File: config.mk
export PLATFORM = sky130hd
export DESIGN_NAME = tpr_regulator
export DESIGN_NICKNAME = d
export VERILOG_FILES = /design/src/rtl/tpr_pkg.sv /design/src/rtl/tpr_sync.sv /design/src/rtl/tpr_fall.sv /design/src/rtl/tpr_ctrl.sv /design/src/rtl/tpr_regulator.sv
export SDC_FILE = /design/constraint.sdc
export NUM_CORES = 1
export LEC_CHECK = 0
export BUFFER_PORTS_ARGS = -buffer_cell sky130_fd_sc_hd__buf_2
export CAP_MARGIN = 20
export CORE_AREA = 10 10 47 49
export CTS_CLUSTER_SIZE = 10
export DETAILED_ROUTE_END_ITERATION = 6
export DIE_AREA = 0 0 57 59
export SYNTH_ARGS = -nofsm -noshare
export SYNTH_HDL_FRONTEND = slang
export SYNTH_SLANG_ARGS = --single-unit
export TNS_END_PERCENT = 100
File: constraint.sdc
create_clock -name clk_i -period 1.4 [get_ports clk_i]
set_clock_uncertainty 0.05 [all_clocks]
set_input_delay 0.28 -clock clk_i [delete_from_list [all_inputs] [get_ports clk_i]]
set_output_delay 0.28 -clock clk_i [all_outputs]
set_load 0.03 [all_outputs]
File: src/rtl/tpr_pkg.sv
package tpr_pkg;
  typedef struct packed {
    logic en;
    logic over;
    logic above_on;
    logic below_off;
    logic ls_in;
    logic ls_gate;
  } tpr_in_t;
endpackage

File: src/rtl/tpr_sync.sv
module tpr_sync #(
  parameter int WIDTH  = 6,
  parameter int STAGES = 2
) (
  input  logic             clk_i,
  input  logic             rst_ni,
  input  logic [WIDTH-1:0] d_i,
  output logic [WIDTH-1:0] q_o
);
  logic [WIDTH-1:0] stage_q [STAGES];

  for (genvar g = 0; g < STAGES; g++) begin : g_stage
    if (g == 0) begin : g_first
      always_ff @(posedge clk_i or negedge rst_ni)
        if (!rst_ni) stage_q[g] <= '0;
        else         stage_q[g] <= d_i;
    end else begin : g_next
      always_ff @(posedge clk_i or negedge rst_ni)
        if (!rst_ni) stage_q[g] <= '0;
        else         stage_q[g] <= stage_q[g-1];
    end
  end

  assign q_o = stage_q[STAGES-1];
endmodule

File: src/rtl/tpr_fall.sv
module tpr_fall #(
  parameter int WIDTH = 2
) (
  input  logic             clk_i,
  input  logic             rst_ni,
  input  logic [WIDTH-1:0] d_i,
  output logic [WIDTH-1:0] fall_o
);
  logic [WIDTH-1:0] prev_q;

  always_ff @(posedge clk_i or negedge rst_ni)
    if (!rst_ni) prev_q <= '0;
    else         prev_q <= d_i;

  assign fall_o = prev_q & ~d_i;
endmodule

File: src/rtl/tpr_ctrl.sv
module tpr_ctrl (
  input  logic clk_i,
  input  logic rst_ni,
  input  logic en_i,
  input  logic over_i,
  input  logic above_on_i,
  input  logic below_off_i,
  input  logic ls_fall_i,
  input  logic gate_fall_i,
  output logic armed_o,
  output logic sw_o
);
  logic armed_q, armed_d;
  logic sw_q, sw_d;

  always_comb begin
    armed_d = armed_q;
    if (!en_i)            armed_d = 1'b0;
    else if (gate_fall_i) armed_d = 1'b1;
  end

  // over-level path first, then edge-scheduled decisions, else hold
  always_comb begin
    sw_d = sw_q;
    if (!en_i)                       sw_d = 1'b0;
    else if (over_i)                 sw_d = 1'b1;
    else if (armed_q && ls_fall_i) begin
      if (above_on_i)                sw_d = 1'b1;
      else if (below_off_i)          sw_d = 1'b0;
    end
  end

  always_ff @(posedge clk_i or negedge rst_ni)
    if (!rst_ni) begin
      armed_q <= 1'b0;
      sw_q    <= 1'b0;
    end else begin
      armed_q <= armed_d;
      sw_q    <= sw_d;
    end

  assign armed_o = armed_q;
  assign sw_o    = sw_q;
endmodule

File: src/rtl/tpr_regulator.sv
module tpr_regulator #(
  parameter int SYNC_STAGES = 2
) (
  input  logic clk_i,
  input  logic rst_ni,
  input  logic op_en_i,
  input  logic vcc_over_prot_i,
  input  logic vcc_above_on_i,
  input  logic vcc_below_off_i,
  input  logic ls_in_i,
  input  logic ls_gate_i,
  output logic sw_on_o
);
  import tpr_pkg::*;

  localparam int NumIn = $bits(tpr_in_t);

  tpr_in_t    raw, syn;
  logic [1:0] fall;
  logic       en_s, over_s, on_s, off_s, ls_fall, gate_fall, armed;

  assign raw = '{en: op_en_i, over: vcc_over_prot_i, above_on: vcc_above_on_i,
                 below_off: vcc_below_off_i, ls_in: ls_in_i, ls_gate: ls_gate_i};

  tpr_sync #(.WIDTH(NumIn), .STAGES(SYNC_STAGES)) u_sync (
    .clk_i (clk_i),
    .rst_ni(rst_ni),
    .d_i   (raw),
    .q_o   (syn)
  );

  tpr_fall #(.WIDTH(2)) u_fall (
    .clk_i (clk_i),
    .rst_ni(rst_ni),
    .d_i   ({syn.ls_in, syn.ls_gate}),
    .fall_o(fall)
  );

  assign en_s      = syn.en;
  assign over_s    = syn.over;
  assign on_s      = syn.above_on;
  assign off_s     = syn.below_off;
  assign ls_fall   = fall[1];
  assign gate_fall = fall[0];

  tpr_ctrl u_ctrl (
    .clk_i      (clk_i),
    .rst_ni     (rst_ni),
    .en_i       (en_s),
    .over_i     (over_s),
    .above_on_i (on_s),
    .below_off_i(off_s),
    .ls_fall_i  (ls_fall),
    .gate_fall_i(gate_fall),
    .armed_o    (armed),
    .sw_o       (sw_on_o)
  );
endmodule

==> results.yml <==
run_status:
  status: "completed"
floorplan:
  die_w_um: 57
  num_rows: 14
  die_area_mm2: 0.003363
  die_height_um: 59
  io_pins: 9
  core_mm2: 0.001401
  start_util_pct: 32.23
yosys:
  yosys.cell_types.count: 6
  ys.warnings.count: 0
  synth-seq-area-share_pct: 88.64
  yosysTopAreaCellShare_pct: 88.64
  avgSynthCellArea_um2: 20.53
  synthesis.area_um2: 451.7
  ys_top_cells_by_area: "dfrtp_1 (89%), a211oi_2 (2.8%), nor2b_1 (2.8%), and4b_1 (2.2%), nand4b_1 (1.9%)"
  synthCells: 22
  ys_seq_elements: 16
  yosys.area.top_type: "dfrtp_1"
  syn-num-nets: 30
timing:
  period_share_pct: 84.89
  slew_viol_final: 0
  fmaxAchievable_mhz: 841.4
  fin_setup_tns_ns: 0
  finalHoldViolations: 0
  rsz0062_at_grt: "false"
  min_period_ns: 1.188
  tightest_slew_ns: 0.3299
  final-setup-viol-count: 0
  relSlewSlack_pct: 78.01
  worst_slack_ns: 0.2115
clocking:
  cts.root.buffer_cell: "clkbuf_4"
  htree_levels: 1
  cts_tree: "built"
  cts_resized: 0
  post_cts_buffers: 0
  clockBufferDepth: 2
  cts_buffers: 3
  cts_hold_buf: 1
  cts_sinks: 16
  clk_latency_ns: 0.28
  clkTransAtPathRegs_ns: 0.09
final_layout:
  num_antenna_cells: 0
  layout-drive-gt1-share_pct: 37.14
  mostFrequentLayoutCell: "dfrtp_1"
  stdcell_count: 51
  final_cell_mix: "dfrtp_1 (16), buf_2 (8), clkbuf_4 (3)"
  layout-area-overhead-vs-synth_pct: 23.55
  fin_nets: 44
power:
  power_leakage_nw: 0.2625
  p_per_area_mw_per_mm2: 1472
  vdd_drop_max_v: 0.0006486
placed_design:
  hpwl_um: 474.7
  gp_congestion: 0.6494
  dp_cells: 46
  dpl_worst_slack_ns: 0.3801
  io_buffers: 8
setup_path:
  crit_arrival_ns: 0.86
  cp_slowest_cell: "dfrtp_1"
  worst_setup_path_end_kind: "output port"
  crit_fanout: 2
  reg2reg_setup_slack_ns: 0.38
  rr_endpoint: "u_ctrl.sw_o$_DFFE_PN0P_"
  startpoint_type: "register"
  crit_required_ns: 1.07
  rr_worst_depth: 3
  max_stage_delay_ns: 0.40
  cp_num_buf_inv: 1
  cp_top_family: "flip-flops"
  path_class: "register to output port"
  path_cells: "buf_2"
  r2r_start: "u_sync.q_o[1]$_DFF_PN0_"
global_routing:
  antenna_found_initial: 0
  grt_start_max_net_pins: 17
  grt_overflow: 0
  grt_pass1_vias: 260
  grtUsageTotal_pct: 4.194
  grt_pass1_wl_mm: 1.000
drt:
  vias_per_cell: 4.157
  ant_nets: 0
  vias: 212
  detail_route.wl_per_cell_um: 12.43
  dr.pass1.iters: 3
  wl_um: 634
  drc: 0
  drt-initial-drc-count: 2
min_path:
  min_from: "ls_gate_i"
  hp-class: "input port to register"
  worstHoldPathCells: 1
  hold_path_end: "u_sync.stage_q[6]$_DFF_PN0_"
flow_run:
  drv_cap: 0
==> layer usage <==
layer	global-route usage, %	routed length, um
met4	5.034	0
met3	3.219	59
met5	0	0
met1	3.550	254
met2	5.736	320
==> registers in the layout, indices dropped and copies added, names as in the netlist <==
signal          cells
u_sync.q_o          6
u_fall.prev_q       2
u_ctrl.sw_o         1
u_ctrl.armed_o      1
u_sync.stage_q      6
==> cells in the mapped netlist <==
| master | count |
|---|---|
| nand4b_1 | 1 |
| dfrtp_1 | 16 |
| and4b_1 | 1 |
| o21a_1 | 1 |
| nor2b_1 | 2 |
| a211oi_2 | 1 |
==> worst max path at each step <==
stage	slack [ns]	cells after the start	endpoint	from
floorplan	0.43	3	u_ctrl.sw_o$_DFFE_PN0P_	u_ctrl.armed_o$_DFFE_PN0P_
global placement	0.40	3	u_ctrl.sw_o$_DFFE_PN0P_	u_sync.q_o[1]$_DFF_PN0_
detailed placement	0.38	3	u_ctrl.sw_o$_DFFE_PN0P_	u_ctrl.armed_o$_DFFE_PN0P_
CTS	0.20	1	sw_on_o	u_ctrl.sw_o$_DFFE_PN0P_
global route	0.17	1	sw_on_o	u_ctrl.sw_o$_DFFE_PN0P_
finish	0.21	1	sw_on_o	u_ctrl.sw_o$_DFFE_PN0P_
==> logic make-up after synthesis <==
family / synth area share [%]
AOI/OAI and AO/OA: 4.432
DFF: 88.64
and+or+nand+nor: 6.925
==> power by group <==
part	internal, mW	switching [mW]	total (mW)	leakage, nW
logic	0.0154	0.0176	0.0330	0.0527
clock network	0.158	0.134	0.293	0.0210
registers	0.486	0.00979	0.496	0.189
==> final cells by class <==
type                    count  area, um2
clock buffers               4      36.28
multi-input cells           6      51.30
fillers                   147      843.3
repair buffers              9      50.05
flip-flops and latches     16      400.4
well taps                  16      20.02
==> stage by stage <==
| stage | power [mW] | hold WS [ns] | util [%] | area (um2) |
|---|---|---|---|---|
| floorplan | 0.5136 | -0.06559 | - | 451.7 |
| global placement | 0.5342 | 0.1391 | 36.52 | 511.7 |
| detailed placement | 0.5378 | 0.1468 | 36.52 | 511.7 |
| CTS | 0.8283 | 0.04039 | 39.82 | 558.0 |
| global route | 0.8588 | 0.03138 | 39.82 | 558.0 |
| finish | 0.8214 | 0.04702 | 39.82 | 558.0 |
Note: power is estimated with default switching activity, not from simulation.
